<file path="src/rtl/isu_pkg.sv">
package isu_pkg;
  typedef enum logic [2:0] {
    OP_ADD  = 3'd0,
    OP_ADDE = 3'd1,
    OP_AND  = 3'd2,
    OP_OR   = 3'd3,
    OP_XOR  = 3'd4,
    OP_NOT  = 3'd5,
    OP_PASA = 3'd6,
    OP_PASB = 3'd7
  } op_e;

  typedef struct packed {
    logic so;
    logic ov;
    logic ca;
  } xer_t;

  localparam int unsigned FIELD_W = 4;
endpackage

</file>
<file path="src/rtl/isu_alu.sv">
module isu_alu
  import isu_pkg::*;
#(
  parameter int unsigned DATA_W = 32
) (
  input  op_e               op_i,
  input  logic [DATA_W-1:0] a_i,
  input  logic [DATA_W-1:0] b_i,
  input  logic              cin_i,
  output logic [DATA_W-1:0] res_o,
  output logic              carry_o,
  output logic              ovf_o
);
  localparam int unsigned MSB = DATA_W - 1;

  logic              cin_add;
  logic [DATA_W:0]   u_sum, s_sum, zx_view, sx_view;
  logic              is_arith;

  assign cin_add  = (op_i == OP_ADDE) ? cin_i : 1'b0;
  assign is_arith = (op_i == OP_ADD) || (op_i == OP_ADDE);
  assign u_sum = {1'b0, a_i} + {1'b0, b_i} + {{DATA_W{1'b0}}, cin_add};
  assign s_sum = {a_i[MSB], a_i} + {b_i[MSB], b_i} + {{DATA_W{1'b0}}, cin_add};

  always_comb begin
    unique case (op_i)
      OP_ADD, OP_ADDE: res_o = u_sum[MSB:0];
      OP_AND:          res_o = a_i & b_i;
      OP_OR:           res_o = a_i | b_i;
      OP_XOR:          res_o = a_i ^ b_i;
      OP_NOT:          res_o = ~a_i;
      default:         res_o = a_i;
    endcase
  end

  // logical ops: views come from the result only, no propagation
  assign zx_view = {1'b0, res_o};
  assign sx_view = {res_o[MSB], res_o};

  assign carry_o = is_arith ? u_sum[DATA_W] : zx_view[DATA_W];
  assign ovf_o   = is_arith ? (s_sum[DATA_W] ^ s_sum[MSB])
                            : (sx_view[DATA_W] ^ sx_view[MSB]);
endmodule

</file>
<file path="src/rtl/isu_xer_upd.sv">
module isu_xer_upd
  import isu_pkg::*;
(
  input  xer_t cur_i,
  input  logic carry_i,
  input  logic ovf_i,
  input  logic carry_rec_i,
  input  logic ov_en_i,
  output xer_t nxt_o
);
  always_comb begin
    nxt_o = cur_i;
    if (ov_en_i) begin
      nxt_o.ov = ovf_i;
      if (ovf_i) nxt_o.so = 1'b1;
    end
    if (carry_rec_i) nxt_o.ca = carry_i;
  end
endmodule

</file>
<file path="src/rtl/isu_cr_upd.sv">
module isu_cr_upd
  import isu_pkg::*;
#(
  parameter int unsigned DATA_W = 32,
  parameter int unsigned CR_W   = 32
) (
  input  logic [CR_W-1:0]   cr_i,
  input  logic [DATA_W-1:0] res_i,
  input  logic              so_i,
  input  logic              rec_i,
  output logic [CR_W-1:0]   cr_o
);
  localparam int unsigned TOP = CR_W - 1;

  logic lt, gt, eq;
  logic [FIELD_W-1:0] fld;

  assign lt  = res_i[DATA_W-1];
  assign eq  = (res_i == '0);
  assign gt  = !lt && !eq;
  assign fld = {lt, gt, eq, so_i};

  always_comb begin
    cr_o = cr_i;
    if (rec_i) cr_o[TOP -: FIELD_W] = fld;
  end
endmodule

</file>
<file path="src/rtl/int_status_unit.sv">
module int_status_unit
  import isu_pkg::*;
#(
  parameter int unsigned DATA_W = 32,
  parameter int unsigned CR_W   = 32
) (
  input  logic              clk_i,
  input  logic              rst_ni,
  input  logic              valid_i,
  input  logic [2:0]        op_i,
  input  logic [DATA_W-1:0] a_i,
  input  logic [DATA_W-1:0] b_i,
  input  logic              carry_rec_i,
  input  logic              ov_en_i,
  input  logic              rec_i,
  output logic              valid_o,
  output logic [DATA_W-1:0] result_o,
  output logic              so_o,
  output logic              ov_o,
  output logic              ca_o,
  output logic [CR_W-1:0]   cr_o
);
  localparam int unsigned LOW_W = CR_W - FIELD_W;

  xer_t              xer_q, xer_d;
  logic [CR_W-1:0]   cr_q, cr_d;
  logic [DATA_W-1:0] res_q, res_d;
  logic              vld_q, carry, ovf;

  isu_alu #(.DATA_W(DATA_W)) u_alu (
    .op_i   (op_e'(op_i)),
    .a_i    (a_i),
    .b_i    (b_i),
    .cin_i  (xer_q.ca),
    .res_o  (res_d),
    .carry_o(carry),
    .ovf_o  (ovf)
  );

  isu_xer_upd u_xer (
    .cur_i      (xer_q),
    .carry_i    (carry),
    .ovf_i      (ovf),
    .carry_rec_i(carry_rec_i),
    .ov_en_i    (ov_en_i),
    .nxt_o      (xer_d)
  );

  isu_cr_upd #(.DATA_W(DATA_W), .CR_W(CR_W)) u_cr (
    .cr_i (cr_q),
    .res_i(res_d),
    .so_i (xer_d.so),
    .rec_i(rec_i),
    .cr_o (cr_d)
  );

  always_ff @(posedge clk_i or negedge rst_ni) begin
    if (!rst_ni) begin
      vld_q <= 1'b0;
      res_q <= '0;
      xer_q <= '0;
      cr_q  <= '0;
    end else begin
      vld_q <= valid_i;
      if (valid_i) begin
        res_q <= res_d;
        xer_q <= xer_d;
        cr_q  <= cr_d;
      end
    end
  end

  assign valid_o  = vld_q;
  assign result_o = res_q;
  assign so_o     = xer_q.so;
  assign ov_o     = xer_q.ov;
  assign ca_o     = xer_q.ca;
  assign cr_o     = cr_q;


  valid_follow_chk: assert property (@(posedge clk_i) disable iff (!rst_ni)
    valid_i |=> valid_o);

  idle_hold_chk: assert property (@(posedge clk_i) disable iff (!rst_ni)
    !valid_i |=> ($stable(result_o) && $stable(cr_o) && !valid_o));

  so_sticky_chk: assert property (@(posedge clk_i) disable iff (!rst_ni)
    so_o |=> so_o);

  ov_implies_so_chk: assert property (@(posedge clk_i) disable iff (!rst_ni)
    ov_o |-> so_o);

  carry_hold_chk: assert property (@(posedge clk_i) disable iff (!rst_ni)
    !carry_rec_i |=> $stable(ca_o));

  ov_hold_chk: assert property (@(posedge clk_i) disable iff (!rst_ni)
    !ov_en_i |=> ($stable(ov_o) && $stable(so_o)));

  cr0_onehot_chk: assert property (@(posedge clk_i) disable iff (!rst_ni)
    (valid_i && rec_i) |=> ($countones(cr_o[CR_W-1 -: 3]) == 1));

  cr0_so_copy_chk: assert property (@(posedge clk_i) disable iff (!rst_ni)
    (valid_i && rec_i) |=> (cr_o[LOW_W] == so_o));

  cr_low_chk: assert property (@(posedge clk_i) disable iff (!rst_ni)
    $stable(cr_o[LOW_W-1:0]));

  logic_flags_chk: assert property (@(posedge clk_i) disable iff (!rst_ni)
    (valid_i && op_i >= 3'd2 && carry_rec_i) |=> !ca_o);
endmodule

</file>
<file path="config.mk">
export PLATFORM = sky130hd
export DESIGN_NAME = int_status_unit
export DESIGN_NICKNAME = d
export VERILOG_FILES = /design/src/rtl/isu_pkg.sv /design/src/rtl/isu_alu.sv /design/src/rtl/isu_xer_upd.sv /design/src/rtl/isu_cr_upd.sv /design/src/rtl/int_status_unit.sv
export SDC_FILE = /design/constraint.sdc
export NUM_CORES = 1
export LEC_CHECK = 0
export ABC_AREA = 1
export BUFFER_PORTS_ARGS = -buffer_cell sky130_fd_sc_hd__buf_2
export CORE_MARGIN = 1.5
export CORE_UTILIZATION = 61
export CTS_CLUSTER_DIAMETER = 80
export DETAILED_ROUTE_END_ITERATION = 10
export MAX_ROUTING_LAYER = met4
export PLACE_DENSITY = 0.88
export SYNTH_ARGS = -nofsm -noshare
export SYNTH_HDL_FRONTEND = slang
export SYNTH_SLANG_ARGS = --single-unit
</file>
<file path="constraint.sdc">
create_clock -name clk_i -period 5.15 [get_ports clk_i]
set_clock_uncertainty 0.1 [all_clocks]
set_input_delay 0.515 -clock clk_i [delete_from_list [all_inputs] [get_ports clk_i]]
set_output_delay 0.515 -clock clk_i [all_outputs]
set_load 0.005 [all_outputs]
</file>
; ---- Word level (Yosys, flattened, before mapping)
; Index checks and enable logic that the tools add are counted.
[classes]
add_sub_neg = 4
n_eq_ne = 5
mux = 6
n_bitwise = 5
reduce_logical = 10
[op_table]
columns = op, count
row1 = $pmux W32 S5, 1
row2 = $add A32 B32 Y33, 2
row3 = $add A33 B1 Y33, 2
row4 = $and A32 B32 Y32, 1
row5 = $logic_not A32 Y1, 1
row6 = $not A32 Y32, 1
row7 = $or A32 B32 Y32, 1
row8 = $xor A32 B32 Y32, 1
row9 = $eq A3 B2 Y1 const B, 2
row10 = $eq A3 B3 Y1 const B, 2
row11 = $reduce_and A2 Y1, 3
row12 = $mux W1, 4
row13 = $eq A3 B1 Y1 const B, 1
row14 = $logic_not A3 Y1, 1
row15 = $logic_not A1 Y1, 2
row16 = $mux W2, 1
row17 = $reduce_or A2 Y1, 1
row18 = $logic_and A1 B1 Y1, 1
row19 = $logic_or A1 B1 Y1, 1
row20 = $xor A1 B1 Y1, 1
[totals]
regBits = 40
inputBits = 73
output_inout_bits = 68
elab_cells = 36

; ---- Longest topological paths before layout
; Gate-level depths: netlist (run 1).
[depth]
ltp_word = 7
mapped_depth = 25
ltp_nobuf = 22

; ---- Hierarchy
; A second synthesis (run 1) with hierarchy kept.
[unflattened]
cells_unflattened = 1171
hier_area_um2 = 7148.1
[by_module_without_submodules]
columns = module, n_inst, cells_each, area_per_inst_um2, seq_area_each_um2
row1 = isu_alu, 1, 804, 4162.7, 0.0
row2 = int_status_unit, 1, 285, 2571.2, 1701.6
row3 = isu_cr_upd, 1, 72, 376.6, 0.0
row4 = isu_xer_upd, 1, 10, 37.5, 0.0

; ---- Worst setup path after synthesis (run 1)
; OpenSTA, ideal clock, no wires.
[synth_timing]
path_kind = input -> register
startpoint = in op_i[2]
endpoint = reg cr_q[30], in the netlist cr_o[30]
setup_ns = 0.116
arrival_time_ns = 3.347
required_ns = 4.934
path_slack_ns = 1.586
path_stages = 25
n_path_buf = 3
cell_sequence = buf_6 -> nor2_2 -> buf_2 -> buf_2 -> nand3_1 -> fa_1 -> fa_1 -> inv_1 -> nand2_1 -> nand2_2 -> nand3_1 -> nand2_1 -> nand2_1 -> nand2_1 -> nand2_1 -> nand2_1 -> nand2_1 -> nand3_1 -> nand2_1 -> nor2_1 -> nand3_1 -> nor2_1 -> nand2_1 -> nand2_1 -> nand2_1
[synth_between]
elab_chain_len = 7
word_cells_on_any_way = 14
cone_classes = add/sub: 1 / eq/ne: 5 / mux: 2 / reduce/logical: 6
[synth_rtl]
columns = item, line
row1 = from (decl), int_status_unit.sv:10  ; input logic [2:0] op_i,
row2 = $eq A3 B1 Y1, "isu_alu.sv:20, isu_alu.sv:26"
row3 = $mux W1, isu_alu.sv:20  ; assign cin_add = (op_i == OP_ADDE) ? cin_i : 1'b0;
row4 = $add A33 B1 Y33, isu_alu.sv:22  ; assign u_sum = {1'b0, a_i} + {1'b0, b_i} + {{DATA_W{1'b0}}, cin_add};
row5 = $pmux W32 S5 *, isu_alu.sv:26  ; unique case (op_i)
row6 = $logic_not A32 Y1, isu_cr_upd.sv:19  ; assign eq = (res_i == '0);
row7 = $logic_not A1 Y1, isu_cr_upd.sv:20  ; assign gt = !lt && !eq;
row8 = $logic_and A1 B1 Y1 *, isu_cr_upd.sv:20
row9 = to (signal assigned), int_status_unit.sv:68  ; cr_q <= cr_d;
row10 = to (decl), int_status_unit.sv:26  ; logic [CR_W-1:0] cr_q, cr_d;
; Mark *: on every way between the ends. The rest lies on a longest branch, timed or not.
; A chain may end at the register's enable or synchronous reset.

; ---- Final worst setup path (run 1)
; Same ends and word-level chain as after synthesis.

==> results of run 1 <==
[cells in the mapped netlist (13+ instances only)]
library cell / instances
nand2_1: 351
inv_1: 227
nor2_1: 121
nand3_1: 74
ha_1: 64
dfrtp_1: 40
o22ai_1: 40
buf_4: 31
a21oi_1: 26
a31oi_1: 22
o21ai_0: 16
a211oi_1: 13
[critical path, cell delays in order]
cell and delay, ps:
buf_2 160, nor2_2 120, buf_4 390, nand3_1 180
fa_1 450, fa_1 400, inv_1 100, nand2_1 80
nand2_2 120, nand3_1 110, nand2_1 110, nand2_1 70
nand2_1 80, nand2_1 100, nand2_1 100, nand2_1 50
nand3_1 80, nand2_1 80, nor2_1 100, nand3_1 70
nor2_1 100, nand2_1 70, nand2_1 60, nand2_1 40
[metal layers]
layer | vias to the layer above | track usage | part of all wire
met1 | 3278 | 0.509 | 0.44
met2 | 407 | 0.576 | 0.44
met3 | 40 | 0.0495 | 0.095
li1 | 3637 | - | -
met4 | 0 | 0.0965 | 0.024
met5 | - | - | 0
[state kept, by name (all words and copies together), names as in the netlist]
register	cells
cr_o	4
result_o	32
valid_o	1
ov_o	1
so_o	1
ca_o	1
[through the flow]
stage / instance area (sq um) / instances / util / worst slack [ps]
2_1_floorplan: 6550 / 1151 / - / 1590
3_3_place_gp: 6920 / 1348 / 0.673 / 1410
3_5_place_dp: 6920 / 1348 / 0.673 / 1240
4_1_cts: 6990 / 1355 / 0.681 / 1520
5_1_grt: 6990 / 1355 / 0.681 / 1140
6_report: 6990 / 1355 / 0.681 / 1490
[cell type report]
class,instances,area (sq um),area share
Tap cell,136,170,0.0243
Clock inverter,1,5.00,0.000716
Sequential cell,40,1000,0.143
Multi-Input combinational cell,824,4290,0.613
Clock buffer,6,72.6,0.0104
Timing Repair Buffer,114,576,0.0823
Inverter,234,883,0.126
[worst min path at each step]
stage	to	slack (ps)	depth (start not counted)
after floorplan	ca_o$_DFFE_PN0P_	120	0
after global placement	result_o[13]$_DFFE_PN0P_	360	2
after detailed placement	result_o[13]$_DFFE_PN0P_	370	2
after CTS	result_o[29]$_DFFE_PN0P_	270	1
after global routing	result_o[29]$_DFFE_PN0P_	320	1
final	cr_o[31]$_DFFE_PN0P_	250	1
[where the power goes]
group / internal [mW] / switching [mW] / total [mW]
sequential: 0.355 / 0.0259 / 0.381
combinational: 0.219 / 0.425 / 0.645
clock: 0.0922 / 0.104 / 0.197
[cells by family (layout without fill, tap and decap cells)]
logic type,after synthesis,count (layout),share of synthesized area
buffers and inverters,287,355,0.195
adder cells (fa/ha/maj),66,66,0.130
flip-flops,40,40,0.155
AND/OR/NAND/NOR,603,603,0.393
XOR/XNOR,1,1,0.00136
other,1,28,0.000582
AO/OA/AOI/OAI,126,126,0.124
==> impl_summary.txt, run 1 <==
----------------------------------------------------
[Run status]
  Outcome ... complete, but fails checks
  Violated checks ... design-rule violations

[Global routing]
  Number of antenna violations at the first check in global routing ... 0
  Total global-route track usage ... 0.371
  Vias in the first global route ... around 6500
  First-pass GRT wire length ... about 32 mm
  Total gr overflow ... 0
  Pin count of the biggest net entering global routing ... between 50 and 60

[Clocking]
  Clock tree from TritonCTS ... yes
  Total CTS buffers ... 5
  Clk Latency, worst-skew pair ... roughly 280 ps
  Buffers from clock root to sink, at most ... 2
  Max H-tree Level ... 2
  Clock Pin Slew Worst Setup and Hold Paths ... around 70 ps
  Buffer cell driving the clock tree root ... clkbuf_8
  Setup Buffers After CTS ... 0
  Number of buffers added to fix hold violations after cts ... 0
  CTS-repair resized insts ... 0
  Clock sink count ... 40

[Power and ir drop]
  Static power due to leakage ... ~4.3 nW
  Pwr Total ... around 1.2 mW
  Worst VDD drop ... around 0.18 mV
  Pwr Density ... approximately 170 nW/um^2

[Timing]
  Hold Fails Final Rpt ... 0
  Headroom to the max-slew limit ... 0.217
  Period Utilization, post-route ... 0.711
  Worst hold slack across all endpoints ... 250 ps
  Setup repair after global routing missed its margin ... false
  Worst slew pin tran ... between 1000 and 1500 ps
  Final total negative setup slack ... 0 ps
  Final period demand of the worst path ... about 3700 ps
  Achievable clock frequency ... 0.273 GHz
  Max-slew violation count ... 0
  Number of setup violations in the final report ... 0

[Floorplan]
  Starting density of the core ... 0.627
  Site row count ... 37
  Core area ... 10300 sq um
  Die outline height ... about 110 um
  Die outline area ... roughly 11000 sq um
  Horiz. Die Dim ... around 110 um
  Number of ports placed on the die boundary ... about 140

[Worst setup path]
  Startpoint types ... input port
  Reg2reg start ... ca_o$_DFFE_PN0P_
  Register-to-register setup slack ... between 2000 and 2500 ps
  Required time at the endpoint of the critical path ... ~5200 ps
  Register-to-Register Path Depth ... 21
  Critical path fanouts, max ... 35
  Worst endpoint data arrival time ... ~3700 ps
  Launch point of the worst path ... op_i[2]
  Capturing element type of the critical path ... register
  Setup crit end ... cr_o[30]$_DFFE_PN0P_
  R2R Path End ... cr_o[30]$_DFFE_PN0P_
  Type of the setup path with the least slack ... in2reg

[Placement]
  HPWL after DPL ... 16.5 mm
  GPL Wtd Cong ... between 0.9 and 1
  Count of port buffers added during placement ... 112

[Cells and area]
  Area Growth Syn to Fin ... 8.50%
  Commonest cells after routing, fill and taps aside ... nand2_1 (351), inv_1 (227), nor2_1 (121)
  Most common library cell in the layout ignoring fill and taps ... nand2_1
  N_diodes ... 0
  Fraction of layout instances using a drive strength above 1 ... 0.130
  Number of nets in the layout ... approximately 1400
  Filler Cells Inserted ... approximately 1000

[Yosys]
  Top area cells in the synthesized netlist ... nand2_1 (20%), dfrtp_1 (16%), inv_1 (13%)
  FFs w/ async S/R, synth ... 1.00
  Synthesized area divided by synthesized cell count ... between 5 and 6 sq um
  Area share of the leading cell type in the synthesized netlist ... 0.204
  Cell area after synthesis ... 6450 sq um
  Number of synthesized register bits ... 40
  Synth area leader ... nand2_1
  Library cells used by synthesis ... between 40 and 50
  Fraction of the yosys area taken by sequential cells ... 0.155
  Gate Count Post-Synth ... ~1100
  Count of yosys warnings during synthesis ... 0
  Number of enable flip-flop cells after synthesis ... 0
  Post-synth top flop ... dfrtp_1

[Detailed routing]
  Number of remaining DRC errors ... 1
  ANT nets after route ... 0
  Length of the first detailed-routing pass in iterations ... 8
  Count of vias placed by the detailed router ... about 7400
  Detailed Route Iter0 Violations ... 714
  Average routed wire per standard cell ... roughly 15 um
  Total detailed-routing wirelength ... a little over 20 mm
  Vias per std cell ... around 5.4

[Worst hold path]
  Min-delay worst type ... in2async

[Run]
  Total of max-cap violations ... 0

----------------------------------------------------
Power figures use the tool's default switching activity.
==> run 2, diff against run 1 <==
--- a/config.mk
+++ b/config.mk
@@ -5,14 +5,14 @@
 export SDC_FILE = /design/constraint.sdc
 export NUM_CORES = 1
 export LEC_CHECK = 0
-export ABC_AREA = 1
+export ABC_AREA = 0
 export BUFFER_PORTS_ARGS = -buffer_cell sky130_fd_sc_hd__buf_2
 export CORE_MARGIN = 1.5
-export CORE_UTILIZATION = 61
+export CORE_UTILIZATION = 51
 export CTS_CLUSTER_DIAMETER = 80
 export DETAILED_ROUTE_END_ITERATION = 10
 export MAX_ROUTING_LAYER = met4
-export PLACE_DENSITY = 0.88
+export PLACE_DENSITY = 0.79
 export SYNTH_ARGS = -nofsm -noshare
 export SYNTH_HDL_FRONTEND = slang
 export SYNTH_SLANG_ARGS = --single-unit
==> constraint.sdc (replaced) <==
create_clock -name clk_i -period 3.26 [get_ports clk_i]
set_clock_uncertainty 0.1 [all_clocks]
set_input_delay 0.326 -clock clk_i [delete_from_list [all_inputs] [get_ports clk_i]]
set_output_delay 0.326 -clock clk_i [all_outputs]
set_load 0.005 [all_outputs]
==> run 2 against run 1 <==
Compared with the run above:
- the flow finishes with violations (negative setup slack)
- via count up 0.95%
- first-iteration DRC count up 15%
- routed wire length up 6.0%
- synthesized cell count down 24%
- final cell count down 8.3%
- die area up 14%
- critical path type is now reg2reg
- largest power group unchanged
==> impl_summary.txt, run 2 <==
----------------------------------------------------
[Run status]
  Outcome ... complete, but fails checks
  Violated checks ... negative setup slack

[Placement]
  GPL Wtd Cong ... 1.02 (+2.4%)
  Cell area after placement ... 7890 sq um (+14%)
  Count of port buffers added during placement ... 112 (unchanged)
  HPWL after DPL ... 16.3 mm (-1.5%)
  Worst-case setup slack after placement ... -380 ps (-1620 ps)

[Detailed routing]
  Count of vias placed by the detailed router ... 7432 (+0.95%)
  Vias per std cell ... 5.98 (+10%)
  ANT nets after route ... 0 (unchanged)
  Detailed Route Iter0 Violations ... 819 (+15%)
  Number of remaining DRC errors ... 0 (-1)
  Length of the first detailed-routing pass in iterations ... 5 (-3)
  Average routed wire per standard cell ... 17.3 um (+16%)
  Total detailed-routing wirelength ... 21.5 mm (+6.0%)

[Worst setup path]
  Register-to-register setup slack ... -170 ps (-2210 ps)
  Launch point of the worst path ... ca_o$_DFFE_PN0P_
  R2R Path End ... cr_o[29]$_DFFE_PN0P_
  Capturing element type of the critical path ... register
  Worst endpoint data arrival time ... 3520 ps (-220 ps)
  Register-to-Register Path Depth ... 12 (-43%)
  Type of the setup path with the least slack ... reg2reg
  Critical path fanouts, max ... 4 (-89%)
  Reg2reg start ... ca_o$_DFFE_PN0P_
  Startpoint types ... register
  Required time at the endpoint of the critical path ... 3350 ps (-1880 ps)

[Yosys]
  Gate Count Post-Synth ... 858 (-24%)
  Number of enable flip-flop cells after synthesis ... 0 (unchanged)
  Number of synthesized register bits ... 40 (unchanged)
  Count of yosys warnings during synthesis ... 0 (unchanged)
  Fraction of the yosys area taken by sequential cells ... 0.162 (+0.00637)
  Cell area after synthesis ... 6190 sq um (-3.9%)
  Top area cells in the synthesized netlist ... dfrtp_1 (16%), ha_1 (13%), a21oi_1 (6.1%)
  Area share of the leading cell type in the synthesized netlist ... 0.162 (-0.0427)
  Commonest cells in the netlist ... nor2_1 (97), inv_1 (79), a21oi_1 (76)
  Most used standard cell by instance count after synthesis ... nor2_1
  FFs w/ async S/R, synth ... 1.00 (unchanged)
  Library cells used by synthesis ... 86 (+110%)
  Synth area leader ... dfrtp_1
  Synthesized area divided by synthesized cell count ... 7.22 sq um (+26%)
  Post-synth top flop ... dfrtp_1

[Clocking]
  Max H-tree Level ... 2 (unchanged)
  Clock sink count ... 40 (unchanged)
  Buffer cell driving the clock tree root ... clkbuf_16
  Buffers from clock root to sink, at most ... 2 (unchanged)
  Clk Latency, worst-skew pair ... 280 ps (about the same)
  Clock Pin Slew Worst Setup and Hold Paths ... 60 ps (about the same)
  Number of buffers added to fix hold violations after cts ... 0 (unchanged)
  Clock tree from TritonCTS ... yes
  Total CTS buffers ... 5 (unchanged)

[Timing]
  Worst hold slack across all endpoints ... 68.2 ps (-182 ps)
  Setup repair after global routing missed its margin ... true
  Period Utilization, post-route ... 1.05
  Achievable clock frequency ... roughly 0.3 GHz
  Setup slack of the critical path after layout ... -173 ps (-1660 ps)
  Final period demand of the worst path ... between 3000 and 4000 ps
  Headroom to the max-slew limit ... 0.416 (+0.199)
  Number of setup violations in the final report ... 3 (+3)
  Worst slew pin tran ... 876 ps (-295 ps)
  Hold Fails Final Rpt ... 0 (unchanged)
  Max-slew violation count ... 0 (unchanged)

[Cells and area]
  N_diodes ... 0 (unchanged)
  Most common library cell in the layout ignoring fill and taps ... buf_4
  Filler Cells Inserted ... 1031 (-0.58%)
  Cell area after layout ... 8200 sq um (+17%)
  Fraction of layout instances using a drive strength above 1 ... 0.330 (+0.200)
  Commonest cells after routing, fill and taps aside ... buf_4 (175), buf_2 (112), nor2_1 (95)
  Number of nets in the layout ... 1233 (-9.2%)
  Number of flip-flops under the largest register name ... 32 (unchanged)
  Area Growth Syn to Fin ... 32.4%

[Floorplan]
  Die outline area ... 12800 sq um (+14%)
  Die outline height ... 113 um (+7.0%)
  Site row count ... 40 (+8.1%)
  Number of ports placed on the die boundary ... 141 (unchanged)
  Starting density of the core ... 0.520 (-0.107)
  Core area ... 11900 sq um (+16%)
  Horiz. Die Dim ... 113 um (+7.0%)

[Global routing]
  Total global-route track usage ... 0.336 (-0.0345)
  Number of antenna violations at the first check in global routing ... 0 (unchanged)
  Pin count of the biggest net entering global routing ... 88 (+73%)
  Total gr overflow ... 0 (unchanged)
  First-pass GRT wire length ... 33.9 mm (+5.9%)
  Vias in the first global route ... 7079 (+8.4%)

[Power and ir drop]
  Static power due to leakage ... 4.11 nW (-4.7%)
  Pwr Density ... 305 nW/um^2 (+74%)
  Pwr Total ... 2.50 mW (+100%)
  Worst VDD drop ... 0.255 mV (+43%)

[Worst hold path]
  Min-delay worst type ... in2async

[Run]
  Total of max-cap violations ... 0 (unchanged)

----------------------------------------------------
-- run 2: cell count changes after synthesis, sizes merged, moves of 27 or more --
cell and change:
a21oi +50, clkbuf +27, inv -155, nand2 -291, nand3 -59, nor2 -31, o21ai +41, o22ai -37
-- run 2: stage by stage --
| step | setup TNS [ps] | std cells | utilization |
|---|---|---|---|
| final | -349 | 1242 | 0.688 |
| after detailed placement | -1370 | 1226 | 0.662 |
| after floorplan | -1550 | 885 | - |
| after global routing | -664 | 1242 | 0.688 |
| after global placement | -978 | 1226 | 0.662 |
| after CTS | 0 | 1239 | 0.684 |
-- run 2: timing repair --
item / in CTS / in global routing
buffers inserted: 5 / 3
setup endpoints to repair: 4 / 7
gates resized for setup: 13 / 9
endpoints found under the hold margin: 0 / 0
pin swaps: 18 / 11
-- run 2: worst max-delay path, cell delays in order (launching register included) --
cell and delay, ps:
dfrtp_2 440, nand3_2 90, fa_2 360, fa_2 380, nor2b_4 150, nor3_1 80
a2111oi_1 460, o211ai_1 210, nor4_1 190, and4_1 270, and4b_1 200, nand4_1 150
o31ai_2 250
-- run 2: cell type report --
cell class | count | area (sq um) | area share
Multi-Input combinational cell | 679 | 4650 | 0.568
Clock inverter | 2 | 35.0 | 0.00427
Inverter | 80 | 300 | 0.0366
Clock buffer | 6 | 129 | 0.0157
Tap cell | 147 | 184 | 0.0224
Sequential cell | 40 | 1000 | 0.122
Timing Repair Buffer | 288 | 1890 | 0.231
-- run 2: cell families after synthesis --
group | count (synthesis) | synth area share
flip-flops | 40 | 0.162
other | 1 | 0.000606
buffers and inverters | 166 | 0.129
AND/OR/NAND/NOR | 278 | 0.216
multiplexers | 31 | 0.0562
AO/OA/AOI/OAI | 273 | 0.296
adder cells (fa/ha/maj) | 66 | 0.136
XOR/XNOR | 3 | 0.00424
-- run 2: layer usage --
layer  vias up  share of wire  track usage
li1       3490              -            -
met1      3425           0.40        0.411
met2       418           0.47        0.570
met3        99          0.082       0.0359
met4         0          0.049        0.133
met5         -              0            -
-- run 2: worst max-delay path by stage --
stage | to | slack [ps] | cells past startpoint
final | cr_o[29]$_DFFE_PN0P_ | -170 | 12
after global routing | cr_o[29]$_DFFE_PN0P_ | -280 | 12
after CTS | cr_o[30]$_DFFE_PN0P_ | 7 | 12
after detailed placement | cr_o[30]$_DFFE_PN0P_ | -380 | 14
after global placement | result_o[31]$_DFFE_PN0P_ | -250 | 13
after floorplan | cr_o[30]$_DFFE_PN0P_ | -440 | 17
-- run 2: report_power, final --
| part | switching, mW | total, mW | internal (mW) |
|---|---|---|---|
| combinational | 0.711 | 1.33 | 0.619 |
| sequential | 0.0460 | 0.623 | 0.577 |
| clock | 0.186 | 0.546 | 0.360 |
==> run 3, diff against run 2 <==
--- a/config.mk
+++ b/config.mk
@@ -7,12 +7,13 @@
 export LEC_CHECK = 0
 export ABC_AREA = 0
 export BUFFER_PORTS_ARGS = -buffer_cell sky130_fd_sc_hd__buf_2
+export CAP_MARGIN = 5
 export CORE_MARGIN = 1.5
 export CORE_UTILIZATION = 51
 export CTS_CLUSTER_DIAMETER = 80
 export DETAILED_ROUTE_END_ITERATION = 10
 export MAX_ROUTING_LAYER = met4
-export PLACE_DENSITY = 0.79
+export PLACE_DENSITY = 0.89
 export SYNTH_ARGS = -nofsm -noshare
 export SYNTH_HDL_FRONTEND = slang
 export SYNTH_SLANG_ARGS = --single-unit
==> run 3 against run 2 <==
Compared with the run above:
- the run still ends with negative setup slack left
- register-to-register slack better by 50 ps
- global-route usage up 2.1 points
- count of clock-buffer cells in the layout down 1
- utilization up 2.9 points
- critical endpoint is now cr_o[30]$_DFFE_PN0P_
- highest routed layer unchanged
==> impl_summary.txt, run 3 (synthesis gave the netlist of run 2 again) <==
----------------------------------------------------
[Detailed routing]
  ANT nets after route ... 0 (unchanged)
  Average routed wire per standard cell ... 18.4 um (+6.3%)
  Detailed Route Iter0 Violations ... 871 (+6.3%)
  Top Metal Used ... met4
  Number of remaining DRC errors ... 0 (unchanged)
  Length of the first detailed-routing pass in iterations ... 9 (+4)
  Vias per std cell ... 6.19 (+3.5%)
  Total detailed-routing wirelength ... 23.2 mm (+8.3%)
  Count of vias placed by the detailed router ... 7834 (+5.4%)
  Met3 layer wire length in the routed design ... 2.05 mm (+17%)
  Wl on met1 ... 8.69 mm (+2.2%)
  Met2 layer wire length in the routed design ... 11.3 mm (+11%)

[Timing]
  Headroom to the max-slew limit ... 0.393 (-0.0225)
  Setup repair after global routing missed its margin ... true
  Final period demand of the worst path ... 3380 ps (-52.2 ps)
  Worst hold slack across all endpoints ... 72.5 ps (+4.33 ps)
  Achievable clock frequency ... 0.296 GHz (+1.5%)
  Period Utilization, post-route ... 1.04 (-0.0160)
  Max-slew violation count ... 0 (unchanged)
  Setup slack of the critical path after layout ... -121 ps (+52.2 ps)
  Worst slew pin tran ... 910 ps (+33.7 ps)
  Number of setup violations in the final report ... 2 (-1)
  Hold Fails Final Rpt ... 0 (unchanged)

[Run status]
  Outcome ... complete, but fails checks
  Violated checks ... negative setup slack

[Cells and area]
  Commonest cells after routing, fill and taps aside ... buf_4 (196), buf_2 (112), nor2_1 (96)
  Util after Layout ... 0.717 (+0.0292)
  Fraction of layout instances using a drive strength above 1 ... 0.361 (+0.0317)
  N_diodes ... 0 (unchanged)
  Area Growth Syn to Fin ... 38.0%
  Most common library cell in the layout ignoring fill and taps ... buf_4
  Area occupied by registers ... 1000 sq um (unchanged)
  Number of nets in the layout ... 1256 (+1.9%)
  Multi-input combinational cell area ... 4810 sq um (+3.4%)
  Filler Cells Inserted ... 927 (-10%)
  Number of flip-flops under the largest register name ... 32 (unchanged)

[Worst setup path]
  Worst endpoint data arrival time ... 3450 ps (-70 ps)
  Critical path fanouts, max ... 4 (unchanged)
  Launch point of the worst path ... ca_o$_DFFE_PN0P_
  Required time at the endpoint of the critical path ... 3330 ps (-20 ps)
  Type of the setup path with the least slack ... reg2reg
  Gate family responsible for the most delay along the worst path ... compound AO/OA/AOI/OAI gates
  Startpoint types ... register
  Cell at the slowest stage of the critical path ... dfrtp_2
  Capturing element type of the critical path ... register
  Most repeated library cell on the critical path ... fa_2
  Delay of the slowest cell on the worst path ... 420 ps (-40 ps)
  Number of buffers and inverters on the critical path ... 0 (unchanged)
  Cell-by-cell trace of the critical path ... nand3_2, fa_2, fa_2, nor2b_4, o2111a_2, o21ai_4, nand3_4, a21oi_2, nand4b_1, a2111oi_4, nand4_1, o21a_1
  Reg2reg start ... ca_o$_DFFE_PN0P_

[Floorplan]
  Core area ... 11900 sq um (unchanged)
  Site row count ... 40 (unchanged)
  Die outline height ... 113 um (unchanged)
  Starting density of the core ... 0.520 (unchanged)
  Number of ports placed on the die boundary ... 141 (unchanged)
  Die outline area ... 12800 sq um (unchanged)
  Horiz. Die Dim ... 113 um (unchanged)

[Power and ir drop]
  Combinational cell fraction of total power ... 0.538 (+0.006)
  Reported net switching power ... 1.02 mW (+8.7%)
  Static power due to leakage ... 4.23 nW (+3.0%)
  Clock power frac ... 0.222 (+0.004)
  Net switching fraction of the power ... 0.390 (+0.0132)
  Worst VDD drop ... 0.236 mV (-7.6%)
  Pwr Density ... 307 nW/um^2 (+0.71%)
  Internal power ... 1.60 mW (+2.8%)
  Relative contribution of sequential cells to total power ... 0.239 (-0.010)

[Clocking]
  Clock tree from TritonCTS ... yes
  Number of buffers added to fix hold violations after cts ... 0 (unchanged)
  Clock Pin Slew Worst Setup and Hold Paths ... 70 ps (about the same)
  Clk Latency, worst-skew pair ... 280 ps (about the same)
  Max H-tree Level ... 2 (unchanged)
  Clock sink count ... 40 (unchanged)
  Total CTS buffers ... 5 (unchanged)
  Buffers from clock root to sink, at most ... 2 (unchanged)
  Buffer cell driving the clock tree root ... clkbuf_16

[Global routing]
  Vias in the first global route ... 7403 (+4.6%)
  Number of antenna violations at the first check in global routing ... 0 (unchanged)
  Total global-route track usage ... 0.358 (+0.0215)
  First-pass GRT wire length ... 35.9 mm (+5.7%)
  Total gr overflow ... 0 (unchanged)
  Pin count of the biggest net entering global routing ... 65 (-26%)

[Run]
  Total of max-cap violations ... 0 (unchanged)

[Placement]
  Count of port buffers added during placement ... 112 (unchanged)
  HPWL after DPL ... 17.2 mm (+5.8%)
  GPL Wtd Cong ... 0.980 (-3.6%)

[Worst hold path]
  Min-delay worst type ... in2async

----------------------------------------------------
[run 3: cell count changes in the layout (fill, tap and decap cells not counted), sizes merged]
| cell | delta |
|---|---|
| clkinv | -1 |
| buf | +23 |
| inv | +1 |
| clkbuf | -1 |
| clkinvlp | +1 |
[run 3: worst paths after layout]
| kind | slack (ps) | end | cells after the start |
|---|---|---|---|
| worst max-delay path | -120 | cr_o[30]$_DFFE_PN0P_ | 12 |
| worst min-delay path | 70 | cr_o[31]$_DFFE_PN0P_ | 1 |
| worst max register to register | -120 | cr_o[30]$_DFFE_PN0P_ | 12 |
| worst min register to register | 400 | cr_o[29]$_DFFE_PN0P_ | 2 |
| max in group asynchronous | 2370 | ca_o$_DFFE_PN0P_ | 1 |
| min in group clk_i | 270 | so_o$_DFFE_PN0P_ | 3 |
[run 3: cell type report]
class	count	area share
Tap cell	147	0.0215
Clock inverter	3	0.00542
Clock buffer	5	0.0146
Sequential cell	40	0.117
Timing Repair Buffer	311	0.243
Inverter	80	0.0351
Multi-Input combinational cell	679	0.563
[run 3: timing repair]
item,4_1_cts,5_1_grt
setup endpoints to repair,5,5
setup buffers,6,5
pin swaps,23,11
hold endpoints to repair,0,0
resized for setup,19,29
[run 3: through the flow]
step / std cells / total power, mW / instance area [sq um] / setup slack [ps] / TNS [ps]
floorplan: 885 / 1.34 / 6420 / -442 / -1550
global placement: 1248 / 1.89 / 8050 / -474 / -1720
detailed placement: 1248 / 1.93 / 8050 / -472 / -2280
CTS: 1262 / 2.54 / 8350 / -64.4 / -117
global route: 1265 / 2.76 / 8550 / -217 / -404
finish: 1265 / 2.62 / 8550 / -121 / -220
[run 3: metal layers]
| layer | global-route usage | vias up |
|---|---|---|
| met4 | 0.178 | 0 |
| met1 | 0.415 | 3632 |
| met2 | 0.601 | 530 |
| met3 | 0.0573 | 134 |
| met5 | - | - |
| li1 | - | 3538 |
[run 3: power groups by stage]
stage / logic (mW) / registers, mW / clock network [mW]
2_1_floorplan: 0.711 / 0.633 / 0
4_1_cts: 1.34 / 0.627 / 0.581
6_report: 1.41 / 0.628 / 0.583
3_5_place_dp: 1.29 / 0.633 / 0
5_1_grt: 1.51 / 0.635 / 0.608
3_3_place_gp: 1.26 / 0.628 / 0
